**src/rtl/wakeup_rtc_pkg.sv**
```systemverilog
package wakeup_rtc_pkg;

  localparam int ADDR_W = 3;

  typedef enum logic [1:0] {
    UNIT_TICK = 2'd0,
    UNIT_SEC  = 2'd1,
    UNIT_MIN  = 2'd2,
    UNIT_HOUR = 2'd3
  } unit_e;

  localparam logic [ADDR_W-1:0] A_CTRL  = 3'd0;
  localparam logic [ADDR_W-1:0] A_SUB   = 3'd1;
  localparam logic [ADDR_W-1:0] A_SEC   = 3'd2;
  localparam logic [ADDR_W-1:0] A_MIN   = 3'd3;
  localparam logic [ADDR_W-1:0] A_HOUR  = 3'd4;
  localparam logic [ADDR_W-1:0] A_MATCH = 3'd5;
  localparam logic [ADDR_W-1:0] A_FLAG  = 3'd6;
  localparam logic [ADDR_W-1:0] A_UCNT  = 3'd7;

endpackage

```
**src/rtl/wakeup_rtc_presc.sv**
```systemverilog
module wakeup_rtc_presc #(
  parameter int DIV = 256
) (
  input  logic clk,
  input  logic rst_n,
  input  logic run_i,
  output logic tick_o
);
  localparam int CW = (DIV > 1) ? $clog2(DIV) : 1;
  localparam logic [CW-1:0] LAST = CW'(DIV - 1);

  logic [CW-1:0] cnt_q, cnt_d;

  assign tick_o = run_i && (cnt_q == LAST);

  always_comb begin
    cnt_d = cnt_q;
    if (!run_i)      cnt_d = '0;
    else if (tick_o) cnt_d = '0;
    else             cnt_d = cnt_q + CW'(1);
  end

  always_ff @(posedge clk or negedge rst_n) begin
    if (!rst_n) cnt_q <= '0;
    else        cnt_q <= cnt_d;
  end

  // the divider rests at zero while stopped
  p_presc_idle_r2: assert property (@(posedge clk) disable iff (!rst_n)
    !run_i |=> (cnt_q == '0));

endmodule

```
**src/rtl/wakeup_rtc_field.sv**
```systemverilog
module wakeup_rtc_field #(
  parameter int MOD    = 60,
  parameter int DATA_W = 8
) (
  input  logic              clk,
  input  logic              rst_n,
  input  logic              clr_i,
  input  logic              wr_i,
  input  logic [DATA_W-1:0] wdata_i,
  input  logic              inc_i,
  output logic [$clog2(MOD)-1:0] value_o,
  output logic              carry_o
);
  localparam int W = $clog2(MOD);
  localparam logic [W-1:0] TOP = W'(MOD - 1);

  logic [W-1:0] val_q, val_d;
  logic         in_range;

  assign in_range = (wdata_i < DATA_W'(MOD));
  assign carry_o  = inc_i && (val_q == TOP);
  assign value_o  = val_q;

  always_comb begin
    val_d = val_q;
    if (wr_i)         val_d = in_range ? wdata_i[W-1:0] : '0;
    else if (clr_i)   val_d = '0;
    else if (carry_o) val_d = '0;
    else if (inc_i)   val_d = val_q + W'(1);
  end

  always_ff @(posedge clk or negedge rst_n) begin
    if (!rst_n) val_q <= '0;
    else        val_q <= val_d;
  end

  // a field never holds a value at or above its modulus
  p_field_range_r7: assert property (@(posedge clk) disable iff (!rst_n)
    ({1'b0, val_q} < (W+1)'(MOD)));

  // a field at its top value rolls to zero on an increment
  p_field_wrap_r3: assert property (@(posedge clk) disable iff (!rst_n)
    (val_q == TOP && inc_i && !wr_i && !clr_i) |=> (val_q == '0));

endmodule

```
**src/rtl/wakeup_rtc_itv.sv**
```systemverilog
module wakeup_rtc_itv
  import wakeup_rtc_pkg::*;
#(
  parameter int DATA_W = 8
) (
  input  logic              clk,
  input  logic              rst_n,
  input  logic              soft_clr_i,
  input  logic              run_i,
  input  logic              en_i,
  input  unit_e             unit_i,
  input  logic [3:0]        evt_i,
  input  logic [DATA_W-1:0] match_i,
  input  logic              flag_clr_i,
  output logic              flag_o,
  output logic              wake_o,
  output logic [DATA_W-1:0] cnt_o
);
  logic [DATA_W-1:0] cnt_q, cnt_d;
  logic              flag_q, flag_d;
  logic              wake_q, wake_d;
  logic              evt, expire, active;

  assign active = run_i && en_i && (match_i != '0);
  assign evt    = evt_i[unit_i];
  assign expire = active && evt && ((cnt_q + DATA_W'(1)) == match_i);

  always_comb begin
    cnt_d  = cnt_q;
    flag_d = flag_q;
    wake_d = expire;
    if (!run_i || !en_i) cnt_d = '0;
    else if (expire)     cnt_d = '0;
    else if (evt)        cnt_d = cnt_q + DATA_W'(1);
    if (expire)          flag_d = 1'b1;
    else if (flag_clr_i) flag_d = 1'b0;
    if (soft_clr_i) begin
      cnt_d  = '0;
      flag_d = 1'b0;
      wake_d = 1'b0;
    end
  end

  always_ff @(posedge clk or negedge rst_n) begin
    if (!rst_n) begin
      cnt_q  <= '0;
      flag_q <= 1'b0;
      wake_q <= 1'b0;
    end else begin
      cnt_q  <= cnt_d;
      flag_q <= flag_d;
      wake_q <= wake_d;
    end
  end

  assign flag_o = flag_q;
  assign wake_o = wake_q;
  assign cnt_o  = cnt_q;

  // the flag persists until a clear or a core reset
  p_flag_sticky_r11: assert property (@(posedge clk) disable iff (!rst_n)
    (flag_q && !flag_clr_i && !soft_clr_i) |=> flag_q);

  // the wake pulse lasts one cycle and comes with the flag
  p_wake_pulse_r12: assert property (@(posedge clk) disable iff (!rst_n)
    wake_q |=> !wake_q);
  p_wake_flag_r12: assert property (@(posedge clk) disable iff (!rst_n)
    wake_q |-> flag_q);

  // with a zero count no expiry ever reaches the outputs
  p_zero_match_r10: assert property (@(posedge clk) disable iff (!rst_n)
    (match_i == '0 && !flag_q && !soft_clr_i) |=> !flag_q);

endmodule

```
**src/rtl/wakeup_rtc.sv**
```systemverilog
module wakeup_rtc
  import wakeup_rtc_pkg::*;
#(
  parameter int DATA_W    = 8,
  parameter int PRESC_DIV = 256,
  parameter int SUB_MOD   = 128
) (
  input  logic              clk,
  input  logic              rst_n,
  input  logic              core_rst_i,
  input  logic              bus_wr_i,
  input  logic [2:0]        bus_addr_i,
  input  logic [DATA_W-1:0] bus_wdata_i,
  output logic [DATA_W-1:0] bus_rdata_o,
  output logic              irq_o,
  output logic              wake_o
);
  localparam int SUB_W = $clog2(SUB_MOD);
  localparam int SEC_W = $clog2(60);
  localparam int HR_W  = $clog2(24);

  // control state
  logic              run_q, run_d;
  logic              itv_en_q, itv_en_d;
  unit_e             unit_q, unit_d;
  logic [DATA_W-1:0] match_q, match_d;
  logic              run_prev_q;

  logic soft_rst, time_clr, tm_wr_ok, ctrl_wr, flag_clr;
  logic tick;
  logic c_sub, c_sec, c_min, c_hr;
  logic [SUB_W-1:0] tm_sub;
  logic [SEC_W-1:0] tm_sec, tm_min;
  logic [HR_W-1:0]  tm_hr;
  logic [DATA_W-1:0] ucnt;
  logic              flag;

  assign soft_rst = core_rst_i && !run_q;
  assign time_clr = soft_rst || (run_prev_q && !run_q);
  assign tm_wr_ok = bus_wr_i && !run_q && !soft_rst;
  assign ctrl_wr  = bus_wr_i && (bus_addr_i == A_CTRL);
  assign flag_clr = bus_wr_i && (bus_addr_i == A_FLAG) && bus_wdata_i[0];

  always_comb begin
    run_d    = run_q;
    itv_en_d = itv_en_q;
    unit_d   = unit_q;
    match_d  = match_q;
    if (soft_rst) begin
      run_d    = 1'b0;
      itv_en_d = 1'b0;
      unit_d   = UNIT_TICK;
      match_d  = '0;
    end else begin
      if (ctrl_wr) begin
        run_d    = bus_wdata_i[0];
        itv_en_d = bus_wdata_i[1];
        unit_d   = unit_e'(bus_wdata_i[3:2]);
      end
      if (bus_wr_i && bus_addr_i == A_MATCH) match_d = bus_wdata_i;
    end
  end

  always_ff @(posedge clk or negedge rst_n) begin
    if (!rst_n) begin
      run_q      <= 1'b0;
      itv_en_q   <= 1'b0;
      unit_q     <= UNIT_TICK;
      match_q    <= '0;
      run_prev_q <= 1'b0;
    end else begin
      run_q      <= run_d;
      itv_en_q   <= itv_en_d;
      unit_q     <= unit_d;
      match_q    <= match_d;
      run_prev_q <= run_q;
    end
  end

  wakeup_rtc_presc #(.DIV(PRESC_DIV)) u_presc (
    .clk(clk), .rst_n(rst_n), .run_i(run_q), .tick_o(tick)
  );

  wakeup_rtc_field #(.MOD(SUB_MOD), .DATA_W(DATA_W)) u_sub (
    .clk(clk), .rst_n(rst_n), .clr_i(time_clr),
    .wr_i(tm_wr_ok && bus_addr_i == A_SUB), .wdata_i(bus_wdata_i),
    .inc_i(tick), .value_o(tm_sub), .carry_o(c_sub)
  );

  wakeup_rtc_field #(.MOD(60), .DATA_W(DATA_W)) u_sec (
    .clk(clk), .rst_n(rst_n), .clr_i(time_clr),
    .wr_i(tm_wr_ok && bus_addr_i == A_SEC), .wdata_i(bus_wdata_i),
    .inc_i(c_sub), .value_o(tm_sec), .carry_o(c_sec)
  );

  wakeup_rtc_field #(.MOD(60), .DATA_W(DATA_W)) u_min (
    .clk(clk), .rst_n(rst_n), .clr_i(time_clr),
    .wr_i(tm_wr_ok && bus_addr_i == A_MIN), .wdata_i(bus_wdata_i),
    .inc_i(c_sec), .value_o(tm_min), .carry_o(c_min)
  );

  wakeup_rtc_field #(.MOD(24), .DATA_W(DATA_W)) u_hour (
    .clk(clk), .rst_n(rst_n), .clr_i(time_clr),
    .wr_i(tm_wr_ok && bus_addr_i == A_HOUR), .wdata_i(bus_wdata_i),
    .inc_i(c_min), .value_o(tm_hr), .carry_o(c_hr)
  );

  wakeup_rtc_itv #(.DATA_W(DATA_W)) u_itv (
    .clk(clk), .rst_n(rst_n), .soft_clr_i(soft_rst),
    .run_i(run_q), .en_i(itv_en_q), .unit_i(unit_q),
    .evt_i({c_min, c_sec, c_sub, tick}), .match_i(match_q),
    .flag_clr_i(flag_clr), .flag_o(flag), .wake_o(wake_o), .cnt_o(ucnt)
  );

  assign irq_o = flag;

  always_comb begin
    bus_rdata_o = '0;
    unique case (bus_addr_i)
      A_CTRL:  bus_rdata_o = DATA_W'({unit_q, itv_en_q, run_q});
      A_SUB:   bus_rdata_o = DATA_W'(tm_sub);
      A_SEC:   bus_rdata_o = DATA_W'(tm_sec);
      A_MIN:   bus_rdata_o = DATA_W'(tm_min);
      A_HOUR:  bus_rdata_o = DATA_W'(tm_hr);
      A_MATCH: bus_rdata_o = match_q;
      A_FLAG:  bus_rdata_o = DATA_W'(flag);
      A_UCNT:  bus_rdata_o = ucnt;
      default: bus_rdata_o = '0;
    endcase
  end

  // a stopped, settled timekeeper holds its time without bus traffic
  p_stopped_hold_r6: assert property (@(posedge clk) disable iff (!rst_n)
    (!run_q && !run_prev_q && !bus_wr_i && !core_rst_i)
      |=> $stable({tm_hr, tm_min, tm_sec, tm_sub}));

  // a core reset while stopped returns control and time to zero
  p_soft_rst_r8: assert property (@(posedge clk) disable iff (!rst_n)
    (core_rst_i && !run_q) |=> (!run_q && !irq_o && tm_hr == '0 && tm_sub == '0));

  // the hour chain never carries out past 23:59:59
  p_day_wrap_r4: assert property (@(posedge clk) disable iff (!rst_n)
    c_hr |=> (tm_hr == '0 && tm_min == '0));

endmodule

```
**config.mk**
```make
export PLATFORM = sky130hd
export DESIGN_NAME = wakeup_rtc
export DESIGN_NICKNAME = d
export VERILOG_FILES = /design/src/rtl/wakeup_rtc_pkg.sv /design/src/rtl/wakeup_rtc_presc.sv /design/src/rtl/wakeup_rtc_field.sv /design/src/rtl/wakeup_rtc_itv.sv /design/src/rtl/wakeup_rtc.sv
export SDC_FILE = /design/constraint.sdc
export NUM_CORES = 1
export LEC_CHECK = 0
export ABC_AREA = 0
export BUFFER_PORTS_ARGS = -buffer_cell sky130_fd_sc_hd__buf_4
export CELL_PAD_IN_SITES_DETAIL_PLACEMENT = 1
export CELL_PAD_IN_SITES_GLOBAL_PLACEMENT = 2
export CORE_AREA = 2 2 102 104
export DETAILED_ROUTE_END_ITERATION = 7
export DIE_AREA = 0 0 104 106
export GPL_TIMING_DRIVEN = 0
export PLACE_DENSITY_LB_ADDON = 0.1
export SYNTH_ARGS = -nofsm -noshare
export SYNTH_HDL_FRONTEND = slang
export SYNTH_HIERARCHICAL = 1
export SYNTH_SLANG_ARGS = --single-unit
```
**constraint.sdc**
```tcl
create_clock -name clk -period 4.25 [get_ports clk]
set_input_delay 0.85 -clock clk [delete_from_list [all_inputs] [get_ports clk]]
set_output_delay 0.85 -clock clk [all_outputs]
set_load 0.01 [all_outputs]
```
# Word-level counts from Yosys, hierarchy flattened
# Index checks and enable logic that the tools add are counted.
# classes
add_sub_neg,6
magnitude_cmp,4
n_eq_ne,13
mux,40
reduce_logical,36
# op_table
operator,count
8-bit 2-to-1 mux,8
8-bit one-hot mux with 8 select lines,1
6-bit 2-to-1 mux,9
7-bit 2-to-1 mux,5
5-bit 2-to-1 mux,5
1-bit logical AND,21
4-bit nonzero test,5
"8-bit by 1-bit adder with 8-bit output, second input constant",2
"6-bit by 1-bit adder with 6-bit output, second input constant",2
"3-bit == test, second input constant",4
"6-bit == test, second input constant",2
1-bit 2-to-1 mux,9
8-bit == test,1
"8-bit == test, second input constant",1
"8-bit by 5-bit less-than comparator with 1-bit output, second input constant",1
"8-bit by 6-bit less-than comparator with 1-bit output, second input constant",1
"8-bit less-than comparator, second input constant",1
8-bit nonzero test,1
"7-bit by 1-bit adder with 7-bit output, second input constant",1
"7-bit == test, second input constant",1
"3-bit by 2-bit == test with 1-bit output, second input constant",2
"5-bit by 1-bit adder with 5-bit output, second input constant",1
"5-bit == test, second input constant",1
2-bit 2-to-1 mux,2
other kinds (8),12
# word_totals
reg_bits,55
input_bits,15
output_inout_bits,10
wordCells,112

# Logic depth before layout (Yosys ltp)
# Gate-level depths: netlist (run 1).
# depth
word_depth,12
mapped_depth,19
depth_no_buf,16

# Modules after synthesis
# Netlist (run 1), hierarchy kept.
# by_module_without_submodules
mod,n_inst,cells_per_inst,area_per_inst_um2,seq_area_each_um2
wakeup_rtc,1,111,1033.5,325.3
wakeup_rtc_field (u_min ...),2,43,392.9,150.1
wakeup_rtc_itv,1,78,753.2,250.2
wakeup_rtc_field (u_sub),1,57,511.7,175.2
wakeup_rtc_presc,1,40,384.1,200.2
wakeup_rtc_field (u_hour),1,36,334.1,125.1

# Worst setup path before layout (run 1)
# Ideal clock, no wire load.
# synth_timing
path_type,register -> register
start,register u_presc.cnt_q[0]
end,"register u_itv.flag_q, in the netlist u_itv/flag_o"
setup_time_ns,0.066
t_arrival_ns,3.821
t_required_ns,4.184
slack_ns,0.363
path_stages_with_launch,19
period_less_slack_ns,3.887
cell_sequence,dfrtp_1 ha_1 nand4_1 nor4_1 buf_4 nand2_1 nor2_1 clkbuf_8 nand2_1 or3_4 inv_2 clkbuf_8 nand2_1 or3_4 inv_2 mux4_2 nand4_1 a2111oi_4 o21ba_1
# synth_between
elab_chain_cells,11
# synth_rtl
element,line,rtl
"start, declared",wakeup_rtc_presc.sv:12,"logic [CW-1:0] cnt_q, cnt_d;"
"start signal, assigned",wakeup_rtc_presc.sv:25,else cnt_q <= cnt_d;
8-bit == test *,wakeup_rtc_presc.sv:14,assign tick_o = run_i && (cnt_q == LAST);
1-bit logical AND *,wakeup_rtc_presc.sv:14,
via tick,wakeup_rtc.sv:30,logic tick;
1-bit logical AND *,wakeup_rtc_field.sv:21,assign carry_o = inc_i && (val_q == TOP);
via c_sub,wakeup_rtc.sv:31,"logic c_sub, c_sec, c_min, c_hr;"
1-bit logical AND *,wakeup_rtc_field.sv:21,
via c_sec,wakeup_rtc.sv:31,
1-bit logical AND *,wakeup_rtc_field.sv:21,
via c_min,wakeup_rtc.sv:31,
1-bit binary-select mux with 2-bit select *,wakeup_rtc_itv.sv:25,assign evt = evt_i[unit_i];
1-bit 2-to-1 mux (implied by the code) *,wakeup_rtc_itv.sv:25,
1-bit logical AND * (2 in series),wakeup_rtc_itv.sv:26,assign expire = active && evt && ((cnt_q + DATA_W'(1)) == match_i);
1-bit 2-to-1 mux,wakeup_rtc_itv.sv:35,if (expire) flag_d = 1'b1;
1-bit 2-to-1 mux,wakeup_rtc_itv.sv:37,if (soft_clr_i) begin
"end signal, assigned",wakeup_rtc_itv.sv:51,flag_q <= flag_d;
"end, declared",wakeup_rtc_itv.sv:20,"logic flag_q, flag_d;"
# The timed path passes the listed nets; every way through them passes the cells marked *. The select of a mux whose other input is x is not followed.
# A chain may end at the register's enable or synchronous reset.

# Worst setup path after layout (run 1)
# layout_timing
start,register u_presc.cnt_q[1]
end,"register u_itv.cnt_q[7], in the netlist u_itv/cnt_o[7]"
# layout_between
elab_chain_cells,12
# layout_rtl
element,line,rtl
8-bit == test *,wakeup_rtc_presc.sv:14,
1-bit logical AND *,wakeup_rtc_presc.sv:14,
via tick,wakeup_rtc.sv:30,
1-bit logical AND *,wakeup_rtc_field.sv:21,
via c_sub,wakeup_rtc.sv:31,
1-bit logical AND *,wakeup_rtc_field.sv:21,
via c_sec,wakeup_rtc.sv:31,
1-bit logical AND *,wakeup_rtc_field.sv:21,
via c_min,wakeup_rtc.sv:31,
1-bit binary-select mux with 2-bit select *,wakeup_rtc_itv.sv:25,
1-bit 2-to-1 mux (implied by the code) *,wakeup_rtc_itv.sv:25,
1-bit logical AND (2 in series),wakeup_rtc_itv.sv:26,
8-bit 2-to-1 mux,wakeup_rtc_itv.sv:33,else if (expire) cnt_d = '0;
8-bit 2-to-1 mux,wakeup_rtc_itv.sv:32,if (!run_i || !en_i) cnt_d = '0;
8-bit 2-to-1 mux,wakeup_rtc_itv.sv:37,
"end signal, assigned",wakeup_rtc_itv.sv:50,cnt_q <= cnt_d;
"end, declared",wakeup_rtc_itv.sv:19,"logic [DATA_W-1:0] cnt_q, cnt_d;"
# Marked as above.

==> results of run 1 <==
## metal layers
layer  part of all wire [%]  up-vias  wire [um]
met4                   0.90        0        107
met2                     50       58       5900
met3                    2.9        6        342
li1                       -     1617          -
met1                     47     1742       5550
met5                      0        -          0
## layout by cell type (no fill, tap or decap), types with 4 or more instances in the layout
cell	instances
a211oi_1	4
a21oi_1	24
a31oi_1	6
and2b_1	4
and3_1	6
buf_4	39
buf_6	5
clkbuf_8	6
dfrtp_1	54
ha_1	5
inv_1	7
mux2_2	8
mux2i_1	12
nand2_1	41
nand2_2	4
nand2b_1	5
nand3_1	24
nand3b_1	4
nand4_1	19
nand4b_1	5
nor2_1	26
nor2_2	5
nor2b_1	5
nor3_1	10
nor4_1	4
o211ai_1	5
o21ai_0	5
o31ai_1	4
or4_1	4
xnor2_1	9
xor2_1	9
## worst min path at each step
stage,start,slack [ns],cells past startpoint,end
after detailed placement,u_presc/cnt_q[0]$_DFF_PN0_,0.48,1,u_presc/cnt_q[0]$_DFF_PN0_
after CTS,u_presc/cnt_q[0]$_DFF_PN0_,0.50,1,u_presc/cnt_q[0]$_DFF_PN0_
after floorplan,run_q$_DFFE_PN0P_,0.44,0,run_prev_q$_DFF_PN0_
after global routing,u_presc/cnt_q[0]$_DFF_PN0_,0.54,1,u_presc/cnt_q[0]$_DFF_PN0_
final,u_presc/cnt_q[0]$_DFF_PN0_,0.49,1,u_presc/cnt_q[0]$_DFF_PN0_
after global placement,u_presc/cnt_q[0]$_DFF_PN0_,0.48,1,u_presc/cnt_q[0]$_DFF_PN0_
## layout make-up
type	count	area, um^2
inverters	10	47.5
repair buffers	37	278
fillers	1198	5610
well taps	136	170
clock inverters	3	18.8
clock buffers	5	68.8
plain buffers	18	165
flip-flops and latches	55	1380
multi-input cells	324	2270
## power groups by stage
stage          sequential (mW)  combinational [mW]  clock (mW)
2_1_floorplan            0.606               0.171           0
3_5_place_dp             0.633               0.259           0
5_1_grt                  0.632               0.294       0.345
6_report                 0.624               0.261       0.314
4_1_cts                  0.622               0.261       0.324
3_3_place_gp             0.630               0.254           0
## timing repair
action | CTS | global route
pin swaps | 2 | 6
endpoints found under the setup margin | 10 | 10
gates resized for setup | 4 | 12
setup buffers | 5 | 9
## flip-flops by register name, summed over array words and instances, names as in the netlist
| name | count |
|---|---|
| run_q | 1 |
| match_q | 8 |
| u_itv/flag_o | 1 |
| u_min/value_o | 6 |
| u_sub/value_o | 7 |
| u_presc/cnt_q | 8 |
| itv_en_q | 1 |
| run_prev_q | 1 |
| u_sec/value_o | 6 |
| u_itv/wake_o | 1 |
| u_itv/cnt_o | 8 |
| u_hour/value_o | 5 |
| unit_q | 2 |
## stage by stage
stage | instances | hold slack (ns) | setup TNS, ns | total power, mW | setup slack [ns]
after floorplan | 407 | 0.441 | 0 | 0.777 | 0.363
after global placement | 566 | 0.477 | -6.71 | 0.884 | -0.679
after detailed placement | 566 | 0.482 | -7.15 | 0.891 | -0.725
after CTS | 579 | 0.498 | 0 | 1.21 | 0.0202
after global routing | 588 | 0.539 | -0.0399 | 1.27 | -0.0100
final | 588 | 0.495 | 0 | 1.20 | 0.222
==> results.json, run 1 <==
{
  "clock_sinks": 55,
  "crit_fanout": 10,
  "place_area_um2": 4140,
  "dieArea_um2": 11000,
  "internal_power_mw": 0.785,
  "io_pins": 25,
  "outcome": "completed",
  "rr_worst_depth": 20,
  "worst-path-buf-inv": 6,
  "cts_buffer_depth": 2,
  "place_congestion": 0.813,
  "chipWidth_um": 104,
  "area_growth_pct": 15.6,
  "nets": 472,
  "grt_use_met1_pct": 30.5,
  "switchingPower_mw": 0.415,
  "hold_path_class": "register to register",
  "crit_slowest_cell": "dfrtp_1",
  "comb_power_share_pct": 21.8,
  "viasPerCell": 5.82,
  "setup_viol": 0,
  "port-buffer-count": 23,
  "maxCapViolations": 0,
  "final_max_slew_viol_count": 0,
  "dieHeight_um": 106,
  "path_delay_family": "simple AND/OR/NAND/NOR gates",
  "syn_area_um2": 3800,
  "wl_per_cell_um": 20.2,
  "num_rows": 37,
  "cp.arrival_ns": 4.27,
  "fin_crit_sh_pct": 94.8,
  "power.density_nw_per_um2": 273,
  "globalRouteMet2Util_pct": 36.8,
  "h-tree-depth": 2,
  "drt-total-wl_mm": 11.9,
  "clkLatencyLatePin_ns": 0.32,
  "postCtsHoldBufs": 0,
  "worst_slew_pin_slew_ns": 0.857,
  "cp-endpoint": "u_itv/cnt_o[7]$_DFFE_PN0P_",
  "postLayoutCellArea_um2": 4390,
  "pwr-share-seq_pct": 52.0,
  "cts_buffers": 5,
  "grt_pass1_vias": 3415,
  "busiest_layer": "met2",
  "yosysWarnings": 6,
  "cp-end-kind": "register",
  "coreArea_um2": 10000,
  "utilization_pct": 43.9,
  "drt_iter0_drc": 148,
  "drive_above_1_share_pct": 22.8,
  "timing.slew.headroom_pct": 42.3,
  "place_hpwl_mm": 8.47,
  "p_sw_share_pct": 34.6,
  "dr.pass1.iters": 4,
  "fmax_mhz": 248,
  "drc": 0,
  "crit_type": "register to register",
  "antenna_left": 0,
  "overflow": 0,
  "cts-root-buf": "clkbuf_8",
  "critPathMaxStageDelay_ns": 0.43,
  "r2r-end": "u_itv/cnt_o[7]$_DFFE_PN0P_",
  "syn-mean-instance-area_um2": 9.33,
  "synth_nets": 428,
  "reg2reg_from": "u_presc/cnt_q[1]$_DFF_PN0_",
  "crit_chain": "ha_4, nand4_1, nor4_4, buf_6, nand2_2, nor2_4, buf_8, nand2_1, or3_4, inv_4, clkbuf_8, nand2_1, or3_4, inv_8, mux4_2, buf_4, and2_1, nand4_1, xor2_1, nor3_1",
  "min_period_ns": 4.03,
  "reg2reg_slack_ns": 0.22,
  "cts_tree": "done",
  "antenna_cells": 0,
  "crit_required_ns": 4.49,
  "num_vias": 3423,
  "grt_max_degree": 56,
  "antenna_found_initial": 0,
  "p_leak_nw": 1.83,
  "power_frac_clock_pct": 26.2,
  "skew_ns": 0.0103,
  "startpoint": "u_presc/cnt_q[1]$_DFF_PN0_",
  "initial_utilization_pct": 38.0,
  "grt_pass1_wl_mm": 18.9,
  "ir_drop_mv": 0.152,
  "path_clk_slew_ns": 0.11,
  "final_hold_viol_count": 0,
  "syn_inst": 407,
  "grt_use_total_pct": 21.9,
  "startpoint_type": "register",
  "gr-usage-met3_pct": 2.45,
  "path_depth": 20
}
No activity file was read; power rests on OpenSTA's default activity.
==> run 2, diff against run 1 <==
--- a/config.mk
+++ b/config.mk
@@ -9,9 +9,10 @@
 export BUFFER_PORTS_ARGS = -buffer_cell sky130_fd_sc_hd__buf_4
 export CELL_PAD_IN_SITES_DETAIL_PLACEMENT = 1
 export CELL_PAD_IN_SITES_GLOBAL_PLACEMENT = 2
-export CORE_AREA = 2 2 102 104
+export CORE_AREA = 2 2 101 103
+export CTS_BUF_LIST = sky130_fd_sc_hd__clkbuf_4
 export DETAILED_ROUTE_END_ITERATION = 7
-export DIE_AREA = 0 0 104 106
+export DIE_AREA = 0 0 103 105
 export GPL_TIMING_DRIVEN = 0
 export PLACE_DENSITY_LB_ADDON = 0.1
 export SYNTH_ARGS = -nofsm -noshare
==> run 2 against run 1 <==
Compared with the run above:
- global-route usage up 1.0 points
- sequential power is essentially flat
- wire length down 0.18%
- flip-flop and latch count unchanged
- combinational power is 3% higher
- core utilization increased by 1.0 points
- critical path type unchanged
- critical endpoint is now u_itv/flag_o$_DFFE_PN0P_
==> results.json, run 2 (synthesized netlist as in run 1, its figures left out) <==
{
  "outcome": "completed",
  "final_cells": 582,
  "antenna_left": 0,
  "postCtsHoldBufs": 0,
  "utilization_pct": 45.0,
  "grt_pass1_wl_mm": 19.2,
  "place_hpwl_mm": 8.53,
  "drt-total-wl_mm": 11.9,
  "fin_crit_sh_pct": 93.4,
  "ir_drop_mv": 0.126,
  "overflow": 0,
  "initial_utilization_pct": 39.4,
  "drt_iter0_drc": 130,
  "area_growth_pct": 14.1,
  "min_period_ns": 3.97,
  "fill_cells": 1160,
  "num_vias": 3405,
  "final_hold_viol_count": 0,
  "chipWidth_um": 103,
  "mostFrequentLayoutCells": "dfrtp_1 (55), nand2_1 (43), buf_4 (35), nor2_1 (27)",
  "maxCapViolations": 0,
  "h-tree-depth": 2,
  "setup_viol": 0,
  "grt_pass1_vias": 3448,
  "whs_ns": 0.487,
  "nets": 469,
  "dieHeight_um": 105,
  "crit_fanout": 10,
  "port-buffer-count": 23,
  "cts_tree": "done",
  "antenna_cells": 0,
  "pre_cts_ws_ns": -0.718,
  "cp-end-kind": "register",
  "clkLatencyLatePin_ns": 0.39,
  "path_clk_slew_ns": 0.20,
  "dieArea_um2": 10800,
  "io_pins": 25,
  "drive_above_1_share_pct": 21.6,
  "worst_slew_pin_slew_ns": 0.929,
  "final_max_slew_viol_count": 0,
  "viasPerCell": 5.85,
  "cp.arrival_ns": 4.31,
  "wl_per_cell_um": 20.4,
  "dr.pass1.iters": 4,
  "drc": 0,
  "power.density_nw_per_um2": 268,
  "postLayoutCellArea_um2": 4340,
  "cts_buffers": 5,
  "p_leak_nw": 1.80,
  "place_congestion": 0.815,
  "fmax_mhz": 252,
  "clock_sinks": 55,
  "mostFrequentLayoutCell": "dfrtp_1",
  "placed_cells": 563,
  "place_area_um2": 4140,
  "coreArea_um2": 9640,
  "skew_ns": 0.0179,
  "antenna_found_initial": 0,
  "cts_buffer_depth": 2,
  "grt_max_degree": 56,
  "timing.slew.headroom_pct": 37.5,
  "hold_path_class": "input port to asynchronous set/reset pin",
  "num_rows": 36,
  "crit_required_ns": 4.59,
  "timing.final.ws_setup_ns": 0.281,
  "startpoint_type": "register",
  "grt_use_total_pct": 23.0,
  "cts-root-buf": "clkbuf_4",
  "crit_type": "register to register"
}
==> run 2: cell types whose count changed in the layout (fill, tap and decap cells not counted), sizes merged <==
| cell | before | now |
|---|---|---|
| buf | 53 | 49 |
| clkbuf | 7 | 8 |
| clkinv | 3 | 1 |
| clkinvlp | 0 | 1 |
| inv | 10 | 11 |
==> run 2: through the flow <==
step	power, mW	setup TNS [ns]
after floorplan	0.777	0
after global placement	0.883	-6.32
after detailed placement	0.889	-7.06
after CTS	1.16	0
after global routing	1.23	-0.00617
final	1.16	0
==> run 2: repair_timing <==
action / CTS / global route
resized for setup: 3 / 9
buffers inserted: 7 / 4
gates cloned: 0 / 0
pin swaps: 2 / 3
setup endpoints to repair: 11 / 10
==> run 2: routing by layer <==
layer / vias up / share of wire, % / GRT usage, %
li1: 1611 / - / -
met5: - / 0 / 0
met1: 1739 / 48 / 32.9
met4: 0 / 0.77 / 3.48
met3: 8 / 2.8 / 2.21
met2: 47 / 48 / 38.1
==> run 2: final cells by class <==
type                       count  area [um^2]  share of cell area, %
multi-input combinational    324         2260                   52.1
sequential                    55         1380                   31.7
timing repair buffer          34          259                   5.97
tap                          133          166                   3.84
buffer                        18          164                   3.78
inverter                      10         47.5                   1.10
clock buffer                   5         37.5                  0.866
clock inverter                 3         27.5                  0.635
==> run 2: worst max-delay path: stages (launching register included) <==
cell	delay, ns
dfrtp_1	0.47
ha_4	0.17
nand4_1	0.16
nor4_4	0.30
buf_6	0.14
nand2_1	0.08
nor2_2	0.17
clkbuf_8	0.17
nand2_1	0.08
or3_4	0.37
inv_4	0.08
clkbuf_8	0.15
nand2_1	0.08
or3_4	0.38
inv_8	0.10
mux4_2	0.28
nand4_1	0.14
a2111oi_4	0.26
buf_6	0.18
o21ba_1	0.14
==> run 2: power by group <==
part	leakage (nW)	switching (mW)	total [mW]	internal, mW
combinational	1.01	0.156	0.268	0.112
clock	0.0337	0.197	0.268	0.0711
sequential	0.752	0.0650	0.625	0.560
total	1.80	0.418	1.16	0.743
==> run 2: path summary, 6_finish.rpt <==
path                       slack [ns]                         end  cells after the start                       start
max in group asynchronous        3.26      match_q[1]$_DFFE_PN0P_                      1                       rst_n
min reg2reg                      0.55        run_prev_q$_DFF_PN0_                      0           run_q$_DFFE_PN0P_
max reg2reg                      0.28    u_itv/flag_o$_DFFE_PN0P_                     19  u_presc/cnt_q[0]$_DFF_PN0_
max                              0.28    u_itv/flag_o$_DFFE_PN0P_                     19  u_presc/cnt_q[0]$_DFF_PN0_
min in group clk                 0.55        run_prev_q$_DFF_PN0_                      0           run_q$_DFFE_PN0P_
min                              0.49  u_presc/cnt_q[3]$_DFF_PN0_                      1                       rst_n
